### config.mk
export PLATFORM = sky130hd
export DESIGN_NAME = lbs_switch
export DESIGN_NICKNAME = d
export VERILOG_FILES = /design/src/rtl/lbs_pkg.sv /design/src/rtl/lbs_rank.sv /design/src/rtl/lbs_arbiter.sv /design/src/rtl/lbs_lane.sv /design/src/rtl/lbs_switch.sv
export SDC_FILE = /design/constraint.sdc
export NUM_CORES = 1
export LEC_CHECK = 0
export ABC_AREA = 1
export CAP_MARGIN = 20
export CORE_MARGIN = 10
export CORE_UTILIZATION = 61
export CTS_BUF_LIST = sky130_fd_sc_hd__clkbuf_2 sky130_fd_sc_hd__clkbuf_4 sky130_fd_sc_hd__clkbuf_8
export CTS_CLUSTER_SIZE = 25
export DETAILED_ROUTE_END_ITERATION = 12
export HOLD_SLACK_MARGIN = 0.06
export PLACE_DENSITY = 0.88
export SLEW_MARGIN = 30
export SYNTH_ARGS = -nofsm -noshare
export SYNTH_HDL_FRONTEND = slang
export SYNTH_SLANG_ARGS = --single-unit
### constraint.sdc
create_clock -name clk -period 3.7 [get_ports clk]
set_input_delay 0.555 -clock clk [delete_from_list [all_inputs] [get_ports clk]]
set_output_delay 0.555 -clock clk [all_outputs]
set_load 0.01 [all_outputs]
### src/rtl/lbs_pkg.sv
package lbs_pkg;

    // header flit field positions
    localparam int VALID_BIT = 0;
    localparam int DEAD_BIT  = 1;
    localparam int ROUTE_BIT = 2;
    localparam int PRIO_LSB  = 3;
    localparam int PRIO_W    = 2;
    localparam int HDR_W     = PRIO_LSB + PRIO_W;

    // input and output indices
    localparam int NUM_IN   = 3;
    localparam int NUM_OUT  = 3;
    localparam int IDX_H0   = 0;
    localparam int IDX_H1   = 1;
    localparam int IDX_VERT = 2;

    typedef enum logic [1:0] {
        SRC_NONE = 2'd0,
        SRC_H0   = 2'd1,
        SRC_H1   = 2'd2,
        SRC_VERT = 2'd3
    } src_e;

    typedef struct packed {
        src_e src;
        logic kill;
    } port_sel_t;

    typedef port_sel_t [NUM_OUT-1:0] sel_vec_t;

    function automatic src_e src_of(input int idx);
        case (idx)
            IDX_H0:   return SRC_H0;
            IDX_H1:   return SRC_H1;
            IDX_VERT: return SRC_VERT;
            default:  return SRC_NONE;
        endcase
    endfunction

endpackage

### src/rtl/lbs_rank.sv
module lbs_rank
    import lbs_pkg::*;
(
    input  logic [NUM_IN-1:0]             live_i,
    input  logic [NUM_IN-1:0][PRIO_W-1:0] prio_i,
    output logic [NUM_IN-1:0][1:0]        pos_o
);

    localparam int KEY_W = PRIO_W + 2;

    logic [NUM_IN-1:0][KEY_W-1:0] key;

    // key = priority, then fixed tie order: vertical > h0 > h1
    for (genvar g = 0; g < NUM_IN; g++) begin : g_key
        localparam logic [1:0] TIE = (g == IDX_VERT) ? 2'd2 :
                                     (g == IDX_H0)   ? 2'd1 : 2'd0;
        assign key[g] = {prio_i[g], TIE};
    end

    always_comb begin
        for (int i = 0; i < NUM_IN; i++) begin
            pos_o[i] = 2'd0;
            for (int j = 0; j < NUM_IN; j++) begin
                if (j != i && live_i[j] && key[j] > key[i]) begin
                    pos_o[i] = pos_o[i] + 2'd1;
                end
            end
        end
    end

endmodule

### src/rtl/lbs_arbiter.sv
module lbs_arbiter
    import lbs_pkg::*;
#(
    parameter bit IS_BOTTOM = 1'b0
) (
    input  logic [NUM_IN-1:0]      live_i,
    input  logic [NUM_IN-1:0]      stale_i,
    input  logic [NUM_IN-1:0]      route_i,
    input  logic [NUM_IN-1:0][1:0] pos_i,
    output sel_vec_t               sel_o
);

    localparam int  DN      = 2;
    localparam bit  HAS_DN  = !IS_BOTTOM;

    logic [NUM_OUT-1:0] taken;
    int                 dir;
    int                 oth;
    int                 idx;

    always_comb begin
        taken = '0;
        dir   = 0;
        oth   = 0;
        idx   = 0;
        for (int o = 0; o < NUM_OUT; o++) begin
            sel_o[o].src  = SRC_NONE;
            sel_o[o].kill = 1'b0;
        end

        // live packets, served best-ranked first
        for (int p = 0; p < NUM_IN; p++) begin
            for (int i = 0; i < NUM_IN; i++) begin
                if (live_i[i] && int'(pos_i[i]) == p) begin
                    dir = route_i[i] ? 1 : 0;
                    oth = route_i[i] ? 0 : 1;
                    if (!taken[dir]) begin
                        taken[dir]      = 1'b1;
                        sel_o[dir].src  = src_of(i);
                    end else if (HAS_DN && !taken[DN]) begin
                        taken[DN]       = 1'b1;
                        sel_o[DN].src   = src_of(i);
                    end else if (HAS_DN && !taken[oth]) begin
                        taken[oth]      = 1'b1;
                        sel_o[oth].src  = src_of(i);
                        sel_o[oth].kill = 1'b1;
                    end
                end
            end
        end

        // packets already dead fill what is left, vertical first
        for (int k = 0; k < NUM_IN; k++) begin
            idx = (k == 0) ? IDX_VERT : k - 1;
            if (HAS_DN && stale_i[idx]) begin
                dir = route_i[idx] ? 1 : 0;
                oth = route_i[idx] ? 0 : 1;
                if (!taken[dir]) begin
                    taken[dir]     = 1'b1;
                    sel_o[dir].src = src_of(idx);
                end else if (!taken[oth]) begin
                    taken[oth]     = 1'b1;
                    sel_o[oth].src = src_of(idx);
                end else if (!taken[DN]) begin
                    taken[DN]      = 1'b1;
                    sel_o[DN].src  = src_of(idx);
                end
            end
        end
    end

endmodule

### src/rtl/lbs_lane.sv
module lbs_lane #(
    parameter int FLIT_W = 8,
    parameter int DEPTH  = 1
) (
    input  logic              clk,
    input  logic              rst_n,
    input  logic [FLIT_W-1:0] flit_i,
    output logic [FLIT_W-1:0] flit_o
);

    typedef struct packed {
        logic [DEPTH-1:0][FLIT_W-1:0] stage;
    } lane_t;

    lane_t lane_d, lane_q;

    always_comb begin
        lane_d = lane_q;
        lane_d.stage[0] = flit_i;
        for (int k = 1; k < DEPTH; k++) begin
            lane_d.stage[k] = lane_q.stage[k-1];
        end
    end

    always_ff @(posedge clk or negedge rst_n) begin
        if (!rst_n) begin
            lane_q <= '0;
        end else begin
            lane_q <= lane_d;
        end
    end

    assign flit_o = lane_q.stage[DEPTH-1];

endmodule

### src/rtl/lbs_switch.sv
module lbs_switch
    import lbs_pkg::*;
#(
    parameter int FLIT_W    = 8,
    parameter int HOP_LAT   = 1,
    parameter bit IS_TOP    = 1'b0,
    parameter bit IS_BOTTOM = 1'b0
) (
    input  logic              clk,
    input  logic              rst_n,
    input  logic              frame_i,
    input  logic [FLIT_W-1:0] hin0_i,
    input  logic [FLIT_W-1:0] hin1_i,
    input  logic [FLIT_W-1:0] vin_i,
    output logic [FLIT_W-1:0] hout0_o,
    output logic [FLIT_W-1:0] hout1_o,
    output logic [FLIT_W-1:0] vout_o
);

    localparam int DN_LAT = HOP_LAT + 1;

    typedef struct packed {
        sel_vec_t sel;
    } state_t;

    state_t state_d, state_q;

    logic [NUM_IN-1:0][FLIT_W-1:0] in_flit;
    logic [NUM_IN-1:0]             live;
    logic [NUM_IN-1:0]             stale;
    logic [NUM_IN-1:0]             route;
    logic [NUM_IN-1:0][PRIO_W-1:0] prio;
    logic [NUM_IN-1:0][1:0]        pos;
    sel_vec_t                      arb_sel;
    sel_vec_t                      act_sel;
    logic [NUM_OUT-1:0][FLIT_W-1:0] lane_in;
    logic [NUM_OUT-1:0][FLIT_W-1:0] lane_out;

    assign in_flit[IDX_H0]   = hin0_i;
    assign in_flit[IDX_H1]   = hin1_i;
    assign in_flit[IDX_VERT] = IS_TOP ? '0 : vin_i;

    for (genvar g = 0; g < NUM_IN; g++) begin : g_hdr
        assign live[g]  = in_flit[g][VALID_BIT] && !in_flit[g][DEAD_BIT];
        assign stale[g] = in_flit[g][VALID_BIT] &&  in_flit[g][DEAD_BIT];
        assign route[g] = in_flit[g][ROUTE_BIT];
        assign prio[g]  = in_flit[g][PRIO_LSB +: PRIO_W];
    end

    lbs_rank u_rank (
        .live_i (live),
        .prio_i (prio),
        .pos_o  (pos)
    );

    lbs_arbiter #(
        .IS_BOTTOM (IS_BOTTOM)
    ) u_arb (
        .live_i  (live),
        .stale_i (stale),
        .route_i (route),
        .pos_i   (pos),
        .sel_o   (arb_sel)
    );

    // latch the routing on the frame pulse, hold it otherwise
    always_comb begin
        state_d = state_q;
        if (frame_i) begin
            state_d.sel = arb_sel;
        end
    end

    always_ff @(posedge clk or negedge rst_n) begin
        if (!rst_n) begin
            state_q <= '0;
        end else begin
            state_q <= state_d;
        end
    end

    assign act_sel = frame_i ? arb_sel : state_q.sel;

    for (genvar o = 0; o < NUM_OUT; o++) begin : g_out
        localparam int LAT = (o == NUM_OUT - 1) ? DN_LAT : HOP_LAT;

        always_comb begin
            case (act_sel[o].src)
                SRC_H0:   lane_in[o] = in_flit[IDX_H0];
                SRC_H1:   lane_in[o] = in_flit[IDX_H1];
                SRC_VERT: lane_in[o] = in_flit[IDX_VERT];
                default:  lane_in[o] = '0;
            endcase
            if (frame_i && act_sel[o].kill) begin
                lane_in[o][DEAD_BIT] = 1'b1;
            end
        end

        lbs_lane #(
            .FLIT_W (FLIT_W),
            .DEPTH  (LAT)
        ) u_lane (
            .clk    (clk),
            .rst_n  (rst_n),
            .flit_i (lane_in[o]),
            .flit_o (lane_out[o])
        );
    end

    assign hout0_o = lane_out[0];
    assign hout1_o = lane_out[1];
    assign vout_o  = lane_out[2];

endmodule

==> metrics, run 1 <==
most common library cells after synthesis nand2_1 (108), nand3_1 (60), inv_1 (51); Synth area leader dfrtp_1; post-CTS setup buffers between 40 and 50; Syn Nets between 500 and 600; Gate Count Post-Synth 471; Cell variety after synth ~40; syn avg cell area between 7 and 8 um^2; number of flops mapped to enable cells by yosys 0; share of synthesized flip-flops with an asynchronous set or reset 100%; # IOs just over 50; I/O Buffers 50; largest cells by area after synthesis dfrtp_1 (28%), nand2_1 (12%), nand3_1 (8.7%); CTS Buf Count 5; cell row count 27; FF+latch count, synth 38; Synthesis Warnings 0; share of the yosys chip area belonging to registers roughly 28%; Mapped Area about 3400 um^2; cts hold-fix bufs 0; die span in x about 95 um; Post-DP HPWL around 11,000 um; count leader, synth nand2_1; Starting Density 62.8%; clk sink count 38; top_reg_cell synth dfrtp_1; gpl congestion between 0.9 and 1; cells resized by post-CTS repair between 100 and 150; Log Error [ERROR DPL-0038] Utilization greater than 100%, impossible to legalize; clock buffer depth 2; Die H 95.1 um; Fail Step 4_1_cts; CTS Root Cell clkbuf_8; H-Tree Depth 2; top cell type's share of synthesized area between 20% and 30%; status stopped before the end
## stage by stage
| stage | cell area (um^2) | setup TNS (ps) | setup WS [ps] | std cells |
|---|---|---|---|---|
| floorplan | 3580 | -7540 | -324 | 471 |
| global placement | 4820 | -38990 | -1390 | 678 |
| detailed placement | 4820 | -45300 | -1630 | 678 |
## cell families after synthesis
family          Yosys count  synth area share, %
fa+ha+maj                 9                 3.28
simple gates            309                 51.3
flops                    38                 27.7
compound gates           36                 8.26
buf+inv                  79                 9.46
==> run 2, diff against run 1 <==
Settings changed: CORE_UTILIZATION 61 to 40, CTS_BUF_LIST sky130_fd_sc_hd__clkbuf_2 sky130_fd_sc_hd__clkbuf_4 sky130_fd_sc_hd__clkbuf_8 to default, CTS_CLUSTER_SIZE 25 to default, HOLD_SLACK_MARGIN 0.06 to default, PLACE_DENSITY 0.88 to default, PLACE_DENSITY_LB_ADDON from default to 0.15.
==> run 2 against run 1 <==
  * The flow now finishes, with violations (negative setup slack)
  * Synthesized cell count unchanged
  * Synthesized area unchanged
==> metrics, run 2 <==
grt ovf 0; share of synthesized flip-flops with an asynchronous set or reset 100% (unchanged); initial DRC count 230; Clock transition at path regs about 70 ps; Die ar. between 10,000 and 15,000 um^2; Worst Max-Slew Pin Slew 834 ps; share of cells above drive strength 1 between 50% and 60%; H-Tree Depth 2 (unchanged); Starting Density 41.4% (-21 points); Synthesis Warnings 0 (unchanged); CP arrival 4510 ps; Leakage 2.90 nW; failing checks negative setup slack; Hold Crit Class reg -> reg; most frequent cells in the layout buf_4 (138), nand2_1 (77), nand2_2 (44), inv_1 (38), dfrtp_1 (38); max-slew violations 0; syn avg cell area 7.30 um^2 (unchanged); Crit Path Class in -> reg; adder-cell share of the synthesized area 3.28% (unchanged); wire length of the first global-routing pass 20,300 um; share of the yosys chip area belonging to registers 27.7% (unchanged); most common library cells after synthesis nand2_1 (108), nand3_1 (60), inv_1 (51); vias in the first global route between 4,000 and 5,000; area occupied by multi-input gates 2760 um^2; largest cells by area after synthesis dfrtp_1 (28%), nand2_1 (12%), nand3_1 (8.7%); post-synthesis xor/xnor area fraction 0% (unchanged); gr busiest metal met2; critical path depth just over 40; number of buffer and inverter stages on the critical path 9; post-synthesis mux area share 0% (unchanged); nets@finish between 600 and 700; Critical Path Sink g_out[2].u_lane.lane_d[10]; cell row count 33 (+22%); CTS Buf Count 5 (unchanged); RSZ-0062 raised after global routing yes; min-delay src g_out[2].u_lane.lane_d[15]; CTS Root Cell clkbuf_8; Worst-Skew Late Latency between 200 and 300 ps; most common cell after layout, fill and taps aside buf_4; Final Setup Violations 30; gpl congestion 0.964 (-1.2%); Cell variety after synth 41 (unchanged); total wire length approximately 13,000 um; Post-DP HPWL 9330 um (-13%); Synth area leader dfrtp_1; I/O Buffers 50 (unchanged); M1 GR Usage between 20 and 25%; Max Fclk between 200 and 250 MHz; area grow syn2layout 70.2%; clk_skew between 9 and 10 ps; vias per std cell approximately 5.4; FF+latch area approximately 950 um^2; Tcrit/Tclk final 118%; # IOs 51 (unchanged); final worst slack -653 ps; Mapped Area 3440 um^2 (unchanged); largest fanout on the critical path 5; top cell type's share of synthesized area 27.7% (unchanged); max cap viols 0; number of flops mapped to enable cells by yosys 0 (unchanged); Antenna Nets Post-Route 0; Startpoint Class input port; total inserted antenna cells 0; CTS tree built; Overall Power around 1.7 mW; FF+latch count, synth 38 (unchanged); count leader, synth nand2_1; top_reg_cell synth dfrtp_1; R2R setup slack ~2400 ps; endpoints failing hold 0; die span in x 113 um (+19%); Detailed Routing Iterations Pass 1 5; Setup WS pre-CTS -1440 ps (+195 ps); max FFs per register 24; Critical R2R Launch state_q[1]; Inst Count DP 721 (+6.3%); Critical Path Max Stage Delay about 240 ps; Setup crit end kind flip-flop; average wire per standard cell around 17 um; total vias in the final route 4,143; Power Density 295 nW/um^2; setup_tns -16,560 ps; met2 GRT Util around 32%; Synth Area in Simple Gates 51.3% (unchanged); Worst R2R End g_out[0].u_lane.flit_o[5]; gr usage total around a fifth; core area approximately 8300 um^2; fill count between 500 and 600; clock buffer depth 2 (unchanged); initial antenna violation count 0; fin cells 768; DR DRC count 0; critical path data required time a little under 4000 ps; GR Util met3 roughly 3.4%; combinational family with the most area after synthesis simple AND/OR/NAND/NOR gates; Hold Slack approximately 350 ps; R2R depth 6; status finished, violations left; Top delay family on crit path simple AND/OR/NAND/NOR gates; cell mode on critical path nand2_4; Setup crit start hin0_i[4]; Die H 113 um (+19%); Slew headroom 44.4%; largest net degree at the start of global routing 39; slowest CP cell ha_4; worst ir drop on vdd roughly 0.00017 V; post-synthesis compound-gate area fraction 8.26% (unchanged); Syn Nets 507 (unchanged); Gate Count Post-Synth 471 (unchanged); clk sink count 38 (unchanged); min cycle time layout 4350 ps
==> run 2: worst register-to-register path, delay by kind of cell, from the launching register on <==
family | cells | cell delay, ps
and+or+nand+nor | 5 | 830
buffers and inverters | 1 | 50
DFF | 1 | 370
==> run 2: per-stage QoR <==
step	util [%]	area, um^2
floorplan	-	3580
global route	70.5	5850
finish	70.5	5850
global placement	59.6	4940
detailed placement	59.6	4940
CTS	66.4	5510
==> run 2: what timing repair did <==
action | CTS | global route
buffers inserted | 29 | 9
resized for setup | 88 | 61
cloned | 0 | 1
hold buffers | 0 | 0
pin swaps | 61 | 65
endpoints found under the hold margin | 0 | 0
setup endpoints to repair | 30 | 30
==> run 2: final cells by class <==
cell class | instances | area share [%]
Multi-Input combinational cell | 354 | 47.2
Tap cell | 105 | 2.25
Clock inverter | 1 | 0.513
Timing Repair Buffer | 194 | 27.7
Sequential cell | 38 | 16.3
Inverter | 69 | 4.81
Clock buffer | 7 | 1.30
==> run 2: power by group <==
group	switching [mW]	internal, mW	leakage [nW]	total (mW)
Sequential	0.0229	0.490	0.480	0.513
Clock	0.138	0.202	0.0524	0.340
Combinational	0.478	0.397	2.37	0.875
==> run 2: how the worst min path moves through the flow <==
stage | end | cells past startpoint
4_1_cts | g_out[2].u_lane.flit_o[5] | 0
3_5_place_dp | g_out[2].u_lane.flit_o[5] | 0
6_report | g_out[2].u_lane.flit_o[7] | 0
5_1_grt | g_out[2].u_lane.flit_o[2] | 0
2_1_floorplan | g_out[0].u_lane.flit_o[0] | 0
3_3_place_gp | g_out[2].u_lane.flit_o[6] | 0
==> run 2: logic make-up after synthesis <==
kind of cell    Yosys count
compound gates           36
fa+ha+maj                 9
buf+inv                  79
flops                    38
simple gates            309
==> run 2: layer usage <==
layer	share of wire [%]	routed length [um]	up-vias
li1	-	-	1958
met1	41	5340	1991
met2	49	6430	162
met3	6.6	872	32
met4	3.8	502	0
met5	0	0	-
Note: power is estimated with default switching activity, not from simulation.
==> run 3, diff against run 2 <==
Settings changed: HOLD_SLACK_MARGIN from default to 0.15.
==> results of run 3 <==
No change in the layout: final DEF, timing and power equal those of run 2.
==> run 4, diff against run 3 <==
Clock period 3.7 ns to 3.5 ns, I/O delays scaled along.
==> run 4 against run 3 <==
  * The flow still finishes with violations (negative setup slack)
  * Total power increased by 3.4%
  * Flip-flop and latch count unchanged
  * Global-route usage decreased by 0.088 points
  * Final cell count decreased by 0.39%
  * Critical path type unchanged
==> metrics, run 4 (synthesized netlist as in run 2, its figures left out) <==
min cycle time layout 4330 ps; Die H 113 um (unchanged); Die ar. 12,700 um^2 (unchanged); failing checks negative setup slack; area grow syn2layout 69.3%; critical path data required time 3710 ps (-150 ps); share of cells above drive strength 1 52.6% (-1.4 points); total wire length 13,100 um (-0.33%); Starting Density 41.4% (unchanged); Crit Path Class in -> reg; I/O Buffers 50 (unchanged); Setup crit start hin0_i[4]; Hold Crit Class in -> async; slowest CP cell ha_4; gr usage total 19.0% (-0.088 points); clk sink count 38 (unchanged); largest fanout on the critical path 8 (+3); core area 8300 um^2 (unchanged); grt ovf 0 (unchanged); H-Tree Depth 2 (unchanged); Leakage 2.90 nW (+0.18%); Slew headroom 67.4% (+23 points); Startpoint Class input port; max cap viols 0 (unchanged); CP arrival 4530 ps (+20 ps); most common cell after layout, fill and taps aside buf_4; final worst slack -827 ps (-174 ps); Critical R2R Launch state_q[1]; Clock transition at path regs 80 ps (about the same); average wire per standard cell 17.1 um (about the same); initial antenna violation count 0 (unchanged); RSZ-0062 raised after global routing yes; Max Fclk roughly 230 MHz; vias per std cell 5.31 (-1.6%); Worst Max-Slew Pin Slew 487 ps (-347 ps); max FFs per register 24 (unchanged); gpl congestion 0.897 (-7.0%); Detailed Routing Iterations Pass 1 5 (unchanged); wire length of the first global-routing pass 20,200 um (-0.71%); Antenna Nets Post-Route 0 (unchanged); Inst Count DP 718 (-0.42%); largest net degree at the start of global routing 39 (unchanged); nets@finish 695 (-0.43%); endpoints failing hold 0 (unchanged); CTS Buf Count 5 (unchanged); status finished, violations left; total inserted antenna cells 0 (unchanged); Power Density 307 nW/um^2 (+4.0%); # IOs 51 (unchanged); fin cells 765 (-0.39%); CTS Root Cell clkbuf_8; Post-DP HPWL 9620 um (+3.1%); clock buffer depth 2 (unchanged); clk_skew 10.7 ps (+1.60 ps); fin util 70.1% (-0.36 points); Tcrit/Tclk final 124%; die span in x 113 um (unchanged); Setup crit end kind flip-flop; most frequent cells in the layout buf_4 (138), nand2_1 (73), nand2_2 (43), inv_1 (42), nand3_1 (39); max-slew violations 0 (unchanged); total vias in the final route 4,062 (-2.0%); vias in the first global route 3,970 (-2.9%); DR DRC count 0 (unchanged); cell row count 33 (unchanged); worst ir drop on vdd 0.000157 V (-5.7%); Worst-Skew Late Latency 290 ps (about the same); initial DRC count 220 (-4.3%); Critical Path Max Stage Delay 250 ps (about the same); CTS tree built; cell mode on critical path nand2_4; Final Setup Violations 30 (unchanged)
## run 4: report_power, final
part	internal (mW)	switching, mW
registers	0.518	0.0225
clock network	0.159	0.149
logic	0.430	0.509
total	1.11	0.680
## run 4: layer usage
metal / global-route usage, % / wire, um
met1: 23.4 / 5250
met2: 34.1 / 7000
met3: 2.43 / 662
met4: 4.74 / 187
met5: 0 / 0
## run 4: worst paths after layout
check / endpoint / slack (ps) / cells past startpoint
worst max-delay path: g_out[0].u_lane.flit_o[1] / -830 / 42
worst min-delay path: g_out[0].u_lane.flit_o[2] / 200 / 1
worst max register to register: g_out[0].u_lane.flit_o[0] / 2210 / 6
worst min register to register: g_out[2].u_lane.flit_o[1] / 350 / 0
max in group asynchronous: g_out[2].u_lane.flit_o[2] / 2960 / 1
min in group clk: g_out[2].u_lane.flit_o[1] / 350 / 0
## run 4: per-stage QoR
step / power [mW] / hold WS, ps / area (um^2) / setup TNS (ps) / setup slack, ps
CTS: 1.71 / 353 / 5450 / -17760 / -685
detailed placement: 1.34 / 336 / 4920 / -47920 / -1690
finish: 1.79 / 200 / 5820 / -22530 / -827
global placement: 1.32 / 332 / 4920 / -44460 / -1560
floorplan: 0.964 / 229 / 3580 / -12640 / -494
global route: 1.89 / 239 / 5820 / -30330 / -1110
## run 4: worst max-delay path, delay by kind of cell
family | cells | cell delay (ps)
buffers and inverters | 7 | 420
adders and majority gates | 2 | 430
and+or+nand+nor | 33 | 3140
## run 4: what timing repair did
action	CTS	global route
setup endpoints to repair	30	30
gates resized for setup	90	59
gates cloned	0	0
pin swaps	62	49
buffers inserted	21	19
hold buffers	0	0
## run 4: final cells by class
type / instances / area, um^2
Multi-Input combinational cell: 354 / 2770
Fill cell: 664 / 2480
Timing Repair Buffer: 191 / 1590
Sequential cell: 38 / 951
Inverter: 69 / 287
Tap cell: 105 / 131
Clock buffer: 7 / 86.3
Clock inverter: 1 / 5.00
